$ cat src/rtl/aux_codec_pkg.sv
package aux_codec_pkg;
  localparam int AUX_WORDS  = 5;
  localparam int LANES      = 4;
  localparam int MSG_BYTES  = AUX_WORDS * LANES;
  localparam int HDR_BYTES  = 4;
  localparam int ADDR_BYTES = 3;
  localparam int CMD_W      = 4;
  localparam int ADDR_W     = 20;
  localparam int LEN_W      = $clog2(MSG_BYTES + 1);
  localparam int IDX_W      = $clog2(AUX_WORDS);
  localparam int BUS_W      = AUX_WORDS * 32;
  localparam logic [CMD_W-1:0] MOT_MASK = 4'b0100;

  typedef enum logic [1:0] {KIND_NONE, KIND_WRITE, KIND_READ} req_kind_t;

  typedef struct packed {
    logic             capture;
    logic             packWord;
    logic [IDX_W-1:0] wordIdx;
    logic             unpack;
  } ctl_strobe_t;

  function automatic req_kind_t classifyCmd(logic [CMD_W-1:0] cmd);
    logic [CMD_W-1:0] base;
    base = cmd & ~MOT_MASK;
    case (base)
      4'h8, 4'h0, 4'h2: return KIND_WRITE;
      4'h9, 4'h1:       return KIND_READ;
      default:          return KIND_NONE;
    endcase
  endfunction
endpackage

$ cat src/rtl/aux_codec_ctrl.sv
module aux_codec_ctrl
  import aux_codec_pkg::*;
(
  input  logic        clk,
  input  logic        rstN,
  input  logic        reqStrobe,
  input  logic        rplStrobe,
  output ctl_strobe_t strobes,
  output logic        reqDone
);
  typedef enum logic {S_IDLE, S_PACK} state_t;
  state_t           state;
  logic [IDX_W-1:0] idx;
  logic             lastWord;

  assign lastWord = (idx == IDX_W'(AUX_WORDS - 1));

  always_comb begin
    strobes.capture  = reqStrobe;
    strobes.packWord = (state == S_PACK) && !reqStrobe;
    strobes.wordIdx  = idx;
    strobes.unpack   = rplStrobe;
  end

  always_ff @(posedge clk or negedge rstN) begin
    if (!rstN) begin
      state   <= S_IDLE;
      idx     <= '0;
      reqDone <= 1'b0;
    end else begin
      reqDone <= strobes.packWord && lastWord;
      if (reqStrobe) begin
        state <= S_PACK;
        idx   <= '0;
      end else if (state == S_PACK) begin
        if (lastWord) begin
          state <= S_IDLE;
          idx   <= '0;
        end else begin
          idx <= idx + 1'b1;
        end
      end
    end
  end
endmodule

$ cat src/rtl/aux_codec_datapath.sv
module aux_codec_datapath
  import aux_codec_pkg::*;
(
  input  logic                 clk,
  input  logic                 rstN,
  input  ctl_strobe_t          strobes,
  input  logic [CMD_W-1:0]     reqCmd,
  input  logic [ADDR_W-1:0]    reqAddr,
  input  logic [LEN_W-1:0]     reqLen,
  input  logic [MSG_BYTES*8-1:0] reqPayload,
  input  logic [BUS_W-1:0]     rplWords,
  input  logic [LEN_W-1:0]     rplCount,
  output logic [BUS_W-1:0]     txWords,
  output logic [LEN_W-1:0]     txCount,
  output logic                 reqErr,
  output logic                 rplDone,
  output logic [3:0]           rplCode,
  output logic [LEN_W-1:0]     rplLen,
  output logic [MSG_BYTES*8-1:0] rplData,
  output logic                 rplErr
);
  logic [7:0]       msgBuf    [MSG_BYTES];
  logic [7:0]       nextBytes [MSG_BYTES];
  wire  [31:0]      packedWord [AUX_WORDS];
  wire  [7:0]       rxByte    [MSG_BYTES];
  req_kind_t        newKind, kindQ;
  logic             newErr, lenNz;
  logic [LEN_W-1:0] newCount, lenQ;

  // request build
  always_comb begin
    newKind = classifyCmd(reqCmd);
    lenNz   = (reqLen != '0);
    case (newKind)
      KIND_WRITE: newErr = int'(reqLen) > (MSG_BYTES - HDR_BYTES);
      KIND_READ:  newErr = int'(reqLen) + 1 > MSG_BYTES;
      default:    newErr = 1'b1;
    endcase
    if (newErr)                   newCount = '0;
    else if (!lenNz)              newCount = LEN_W'(ADDR_BYTES);
    else if (newKind == KIND_WRITE) newCount = LEN_W'(HDR_BYTES) + reqLen;
    else                          newCount = LEN_W'(HDR_BYTES);
    for (int i = 0; i < MSG_BYTES; i++) nextBytes[i] = '0;
    if (!newErr) begin
      nextBytes[0] = {reqCmd, reqAddr[19:16]};
      nextBytes[1] = reqAddr[15:8];
      nextBytes[2] = reqAddr[7:0];
      if (lenNz) nextBytes[3] = 8'(reqLen) - 8'd1;
      if (newKind == KIND_WRITE) begin
        for (int j = 0; j < MSG_BYTES - HDR_BYTES; j++) begin
          if (j < int'(reqLen)) nextBytes[HDR_BYTES + j] = reqPayload[j*8 +: 8];
        end
      end
    end
  end

  // lane mapping: first byte of a group in the top lane
  for (genvar w = 0; w < AUX_WORDS; w++) begin : g_word
    for (genvar l = 0; l < LANES; l++) begin : g_lane
      assign packedWord[w][(LANES-1-l)*8 +: 8] = msgBuf[w*LANES + l];
      assign rxByte[w*LANES + l] = rplWords[w*32 + (LANES-1-l)*8 +: 8];
    end
  end

  always_ff @(posedge clk or negedge rstN) begin
    if (!rstN) begin
      for (int i = 0; i < MSG_BYTES; i++) msgBuf[i] <= '0;
      kindQ   <= KIND_NONE;
      lenQ    <= '0;
      txCount <= '0;
      reqErr  <= 1'b0;
      txWords <= '0;
    end else if (strobes.capture) begin
      for (int i = 0; i < MSG_BYTES; i++) msgBuf[i] <= nextBytes[i];
      kindQ   <= newErr ? KIND_NONE : newKind;
      lenQ    <= reqLen;
      txCount <= newCount;
      reqErr  <= newErr;
      txWords <= '0;
    end else if (strobes.packWord) begin
      for (int w = 0; w < AUX_WORDS; w++) begin
        if (strobes.wordIdx == IDX_W'(w)) txWords[w*32 +: 32] <= packedWord[w];
      end
    end
  end

  // reply decode
  logic                 badRpl;
  logic [LEN_W:0]       readLim, effCnt;
  logic [LEN_W-1:0]     nextLen;
  logic [MSG_BYTES*8-1:0] nextData;

  always_comb begin
    badRpl   = (rplCount == '0) || (int'(rplCount) > MSG_BYTES) || (kindQ == KIND_NONE);
    readLim  = {1'b0, lenQ} + 1'b1;
    nextLen  = '0;
    nextData = '0;
    effCnt   = '0;
    if (!badRpl) begin
      if (kindQ == KIND_WRITE) begin
        if (rplCount >= LEN_W'(2)) begin
          nextLen = ({3'b0, rxByte[1]} > (LEN_W+3)'(lenQ)) ? lenQ : LEN_W'(rxByte[1]);
        end else begin
          nextLen = lenQ;
        end
      end else begin
        effCnt  = ({1'b0, rplCount} < readLim) ? {1'b0, rplCount} : readLim;
        nextLen = LEN_W'(effCnt - 1'b1);
        for (int j = 0; j < MSG_BYTES - 1; j++) begin
          if (j < int'(nextLen)) nextData[j*8 +: 8] = rxByte[j + 1];
        end
      end
    end
  end

  always_ff @(posedge clk or negedge rstN) begin
    if (!rstN) begin
      rplDone <= 1'b0;
      rplCode <= '0;
      rplLen  <= '0;
      rplData <= '0;
      rplErr  <= 1'b0;
    end else begin
      rplDone <= strobes.unpack;
      if (strobes.unpack) begin
        rplErr  <= badRpl;
        rplCode <= badRpl ? 4'h0 : rxByte[0][7:4];
        rplLen  <= nextLen;
        rplData <= nextData;
      end
    end
  end
endmodule

$ cat src/rtl/aux_msg_codec.sv
module aux_msg_codec
  import aux_codec_pkg::*;
(
  input  logic                   clk,
  input  logic                   rstN,
  input  logic                   reqStrobe,
  input  logic [CMD_W-1:0]       reqCmd,
  input  logic [ADDR_W-1:0]      reqAddr,
  input  logic [LEN_W-1:0]       reqLen,
  input  logic [MSG_BYTES*8-1:0] reqPayload,
  input  logic                   rplStrobe,
  input  logic [BUS_W-1:0]       rplWords,
  input  logic [LEN_W-1:0]       rplCount,
  output logic [BUS_W-1:0]       txWords,
  output logic [LEN_W-1:0]       txCount,
  output logic                   reqDone,
  output logic                   reqErr,
  output logic                   rplDone,
  output logic [3:0]             rplCode,
  output logic [LEN_W-1:0]       rplLen,
  output logic [MSG_BYTES*8-1:0] rplData,
  output logic                   rplErr
);
  ctl_strobe_t strobes;

  aux_codec_ctrl u_ctrl (
    .clk       (clk),
    .rstN      (rstN),
    .reqStrobe (reqStrobe),
    .rplStrobe (rplStrobe),
    .strobes   (strobes),
    .reqDone   (reqDone)
  );

  aux_codec_datapath u_dp (
    .clk        (clk),
    .rstN       (rstN),
    .strobes    (strobes),
    .reqCmd     (reqCmd),
    .reqAddr    (reqAddr),
    .reqLen     (reqLen),
    .reqPayload (reqPayload),
    .rplWords   (rplWords),
    .rplCount   (rplCount),
    .txWords    (txWords),
    .txCount    (txCount),
    .reqErr     (reqErr),
    .rplDone    (rplDone),
    .rplCode    (rplCode),
    .rplLen     (rplLen),
    .rplData    (rplData),
    .rplErr     (rplErr)
  );
endmodule

$ cat config.mk
export PLATFORM = sky130hd
export DESIGN_NAME = aux_msg_codec
export DESIGN_NICKNAME = d
export VERILOG_FILES = /design/src/rtl/aux_codec_pkg.sv /design/src/rtl/aux_codec_ctrl.sv /design/src/rtl/aux_codec_datapath.sv /design/src/rtl/aux_msg_codec.sv
export SDC_FILE = /design/constraint.sdc
export NUM_CORES = 1
export LEC_CHECK = 0
export ABC_AREA = 1
export BUFFER_PORTS_ARGS = -buffer_cell sky130_fd_sc_hd__buf_4
export CAP_MARGIN = 15
export CORE_AREA = 2 2 272 274
export CTS_BUF_LIST = sky130_fd_sc_hd__clkbuf_2
export DETAILED_ROUTE_END_ITERATION = 6
export DIE_AREA = 0 0 274 276
export PLACE_DENSITY = 0.62
export SYNTH_ARGS = -nofsm -noshare
export SYNTH_HDL_FRONTEND = slang
export SYNTH_SLANG_ARGS = --single-unit
$ cat constraint.sdc
create_clock -name clk -period 4.35 [get_ports clk]
set_input_delay 0.435 -clock clk [delete_from_list [all_inputs] [get_ports clk]]
set_output_delay 0.435 -clock clk [all_outputs]
set_load 0.02 [all_outputs]
==> results of run 1 <==
stage by stage:
| step | utilization | area, sq um | std cells | hold slack [ns] | worst slack (ns) |
|---|---|---|---|---|---|
| after floorplan | - | 20300 | 2214 | 0.139 | 1.53 |
| after global placement | 0.360 | 26200 | 3719 | 0.455 | 0.769 |
| after detailed placement | 0.360 | 26200 | 3719 | 0.463 | 0.707 |
kinds of logic after synthesis:
kind of cell    count (synthesis)  synth area share
simple gates                 1047             0.219
flops                         497             0.613
compound gates                398             0.106
buf+inv                       239            0.0475
fa+ha+maj                      21            0.0129
xor+xnor                        4           0.00173
other cells                     1          0.000185
==> summary.md, run 1 <==
| Metric | Value |
|---|---|
| Status | `did not finish` |
| Last stage reached | `clock tree synthesis` |
| Error msg | `[ERROR RSZ-0060] Max buffer count reached.` |
| Ys Warns | `0` |
| Most frequent cells after synthesis | `nand2_1, dfrtp_1, o21ai_0` |
| Mapped Cells | `2207` |
| Post-synthesis register bit count | `497` |
| Die W | `274 microns` |
| TritonCTS Buffers | `138` |
| Initial Utilization | `0.280` |
| Detail Placement HPWL | `51700 microns` |
| Number of synthesized flops with an enable pin | `0` |
| Mean Syn Cell Area | `9.20 sq um` |
| # hold bufs at CTS | `793` |
| Ys async rst share | `1.00` |
| Yosys top cell by area | `dfrtp_1` |
| Top_reg_cell synth | `dfrtp_1` |
| Setup Buffers After CTS | `0` |
| Number of buffers added on ports | `651` |
| Die height | `276 microns` |
| CTS Root Cell | `clkbuf_2` |
| Synth top area share | `0.613` |
| Synth unique cells | `42` |
| Clock Sinks | `497` |
| Area contributors post-synth | `dfrtp_1, nand2_1, o21ai_0, nand3_1, clkbuf_1` |
| # IOs | `696` |
| Cts repair resizes | `0` |
| Most frequent cell after synthesis | `nand2_1` |
| Site Rows | `99` |
| Clk buf depth | `3` |
| H-tree depth | `4` |
| Sequential-to-total area share from yosys stat | `0.613` |
| GPL Wtd Cong | `0.869` |
| Synthesized cell area | `0.0203 sq mm` |
==> run 2, diff against run 1 <==
--- a/config.mk
+++ b/config.mk
@@ -8,11 +8,10 @@
 export ABC_AREA = 1
 export BUFFER_PORTS_ARGS = -buffer_cell sky130_fd_sc_hd__buf_4
 export CAP_MARGIN = 15
-export CORE_AREA = 2 2 272 274
-export CTS_BUF_LIST = sky130_fd_sc_hd__clkbuf_2
+export CORE_AREA = 2 2 271 273
 export DETAILED_ROUTE_END_ITERATION = 6
-export DIE_AREA = 0 0 274 276
-export PLACE_DENSITY = 0.62
+export DIE_AREA = 0 0 273 275
+export PLACE_DENSITY_LB_ADDON = 0.15
 export SYNTH_ARGS = -nofsm -noshare
 export SYNTH_HDL_FRONTEND = slang
 export SYNTH_SLANG_ARGS = --single-unit
==> run 2 against run 1 <==
Net effect: the run now ends clean; synthesized area unchanged; synthesized cell count did not move.
==> summary.md, run 2 <==
| Metric | Value |
|---|---|
| CP Capture Type | `register` |
| Largest net degree at the start of global routing | `136` |
| Mapped Cells | `2207` |
| Clock Sinks | `497` |
| Number of fill cells | `7418` |
| FMAX | `272 MHz` |
| Hold crit path type | `input port to register` |
| Post-place setup slack | `0.709 ns` |
| Die height | `275 microns` |
| Hold path startpoint | `rplWords[157]` |
| Final Skew | `0.0192 ns` |
| H-tree depth | `2` |
| First-pass GRT wire length | `110000 microns` |
| Die Area | `0.0751 sq mm` |
| Final net count | `3207` |
| WP data required | `4.84 ns` |
| CTS clock-pin slew for the worst setup and hold paths | `0.06 ns` |
| Aggregate global routing overflow | `0` |
| Pwr dens | `436 mW/mm^2` |
| Synthesized cell area | `0.0203 sq mm` |
| Starting DRT DRC Count | `1029` |
| Via count | `18000` |
| Ys Warns | `0` |
| DR pass1 iterations | `5` |
| Layout cells sized above 1 | `0.280` |
| Overall power | `0.0123 W` |
| Area grow syn2layout | `39.0%` |
| Placed cell areas | `0.0261 sq mm` |
| Most frequent cells after synthesis | `nand2_1, dfrtp_1, o21ai_0` |
| Ys async rst share | `1.00` |
| Sequential power share | `0.416` |
| Number of buffers added on ports | `651` |
| Leading cell types in the layout, fill and taps excluded | `nand2_1, buf_4, dfrtp_1, o21ai_0, nand3_1` |
| Post-Route WL | `72900 microns` |
| Mean Syn Cell Area | `9.20 sq um` |
| Worst-Margin Slew | `1.10 ns` |
| Most common cell after layout, fill and taps aside | `nand2_1` |
| Fin. max-slew vios | `0` |
| Max Cap Viol | `0` |
| FF-to-FF Start | `u_dp.lenQ[0]` |
| Clk buf depth | `3` |
| Detail Placement HPWL | `51900 microns` |
| CTS tree | `built` |
| Most frequent cell after synthesis | `nand2_1` |
| Site Rows | `99` |
| GPL Wtd Cong | `0.878` |
| GRT Total Usage | `0.187` |
| WHS | `0.0409 ns` |
| CTS Root Cell | `clkbuf_16` |
| Vias in the first global route | `18100` |
| Net load switching power | `0.00364 W` |
| CP startpoint | `u_dp.lenQ[0]` |
| Yosys top cell by area | `dfrtp_1` |
| TritonCTS Buffers | `57` |
| Worst setup margin | `0.676 ns` |
| Final Hold Fails | `0` |
| Die W | `273 microns` |
| Number of synthesized flops with an enable pin | `0` |
| FF+latch area | `0.0124 sq mm` |
| Core Area | `0.0723 sq mm` |
| Gate power share | `0.185` |
| Initial Utilization | `0.281` |
| Synth top area share | `0.613` |
| Residual DRC | `0` |
| # IOs | `696` |
| RSZ-0062 raised after global routing | `no` |
| Final Setup Violations | `0` |
| Clock network fraction of total power | `0.400` |
| Avg Vias per Cell | `4.69` |
| Antenna violations before repair | `6` |
| Synth unique cells | `42` |
| Setup TNS Final | `0 ns` |
| Worst setup SP type | `register` |
| Footprint of the multi-input gates | `0.00696 sq mm` |
| Sw frac | `0.296` |
| Cell Int Power | `0.00866 W` |
| Wire length per cell | `19.0 microns` |
| CP arrival | `4.16 ns` |
| Pleak | `14.6 nW` |
| Post-DRT Antenna Nets | `0` |
| Worst vdd ir | `0.334 mV` |
| Sequential-to-total area share from yosys stat | `0.613` |
| Post-synthesis register bit count | `497` |
| Skew-Pair Late Insertion Delay | `0.61 ns` |
| Period minus WS final | `3.67 ns` |
| Status | `completed` |
| Worst-path fanout max | `14` |
| Top_reg_cell synth | `dfrtp_1` |
| Design Area, Final | `0.0282 sq mm` |
| Registers with the most flip-flops | `u_dp.msgBuf x158, u_dp.txWords x158, u_dp.rplData x152` |
| Setup Crit Path Kind | `register to register` |
| Slew headroom | `0.265` |
| Area contributors post-synth | `dfrtp_1, nand2_1, o21ai_0, nand3_1, clkbuf_1` |
| Period utilisation layout | `0.845` |
## run 2: cell counts after synthesis
No cell type changed its count.
## run 2: final cells by class
cell class | count | area share
sequential | 497 | 0.441
multi-input combinational | 1478 | 0.247
timing repair buffer | 688 | 0.188
clock buffer | 87 | 0.0603
tap | 959 | 0.0425
inverter | 106 | 0.0145
clock inverter | 14 | 0.00723
antenna | 3 | 0.000266
## run 2: power by group through the flow
stage	Sequential (W)	Clock (W)	Combinational, W
2_1_floorplan	0.00542	0	0.000934
3_3_place_gp	0.00518	0	0.00227
3_5_place_dp	0.00519	0	0.00229
4_1_cts	0.00511	0.00506	0.00231
5_1_grt	0.00514	0.00525	0.00250
6_report	0.00511	0.00491	0.00227
## run 2: per-stage QoR
step	cells	util
after floorplan	2214	-
after detailed placement	3714	0.361
final	3832	0.390
after CTS	3827	0.389
after global placement	3714	0.361
after global routing	3830	0.390
## run 2: worst paths after layout
check	endpoint	slack [ns]	cells after the start
hold reg to reg	u_dp.msgBuf[156]	0.47	2
hold / removal	u_dp.rplData[125]	0.04	3
setup / recovery	u_dp.rplData[19]	0.68	16
min in group asynchronous	u_dp.rplCode[1]	0.47	2
max in group asynchronous	u_dp.txWords[14]	2.85	3
setup reg to reg	u_dp.rplData[19]	0.68	16
## run 2: cell families (layout without fill, tap and decap cells)
family | after synthesis | count (layout) | share of synthesized area
buf+inv | 239 | 895 | 0.0475
other cells | 1 | 11 | 0.000185
compound gates | 398 | 398 | 0.106
simple gates | 1047 | 1047 | 0.219
xor+xnor | 4 | 4 | 0.00173
flops | 497 | 497 | 0.613
fa+ha+maj | 21 | 21 | 0.0129
## run 2: timing repair
item / 4_1_cts / 5_1_grt
hold endpoints to repair: 92 / 0
gates resized for setup: 0 / 0
buffers inserted: 0 / 0
hold buffers: 12 / 0
## run 2: critical path, cell delays in order, from the launching register on
cell,delay (ns)
dfrtp_1,0.48
ha_1,0.27
nand3_1,0.10
xor2_1,0.31
ha_1,0.31
a21oi_1,0.27
nand2_4,0.15
nand2_8,0.12
nand2_1,0.07
nand2_2,0.12
nand3_4,0.13
nand2_1,0.10
nand2_2,0.10
nor2_4,0.31
nand3_1,0.46
nand3_1,0.19
nand2_1,0.06
## run 2: layer usage
metal  routed length [microns]  vias up  global-route usage
met2                     36200      548               0.326
met3                      5690      126              0.0550
met5                        54        -                   0
met1                     28700     8753               0.223
li1                          -     8549                   -
met4                      2170        8              0.0592
(Power assumes the default switching activity.)
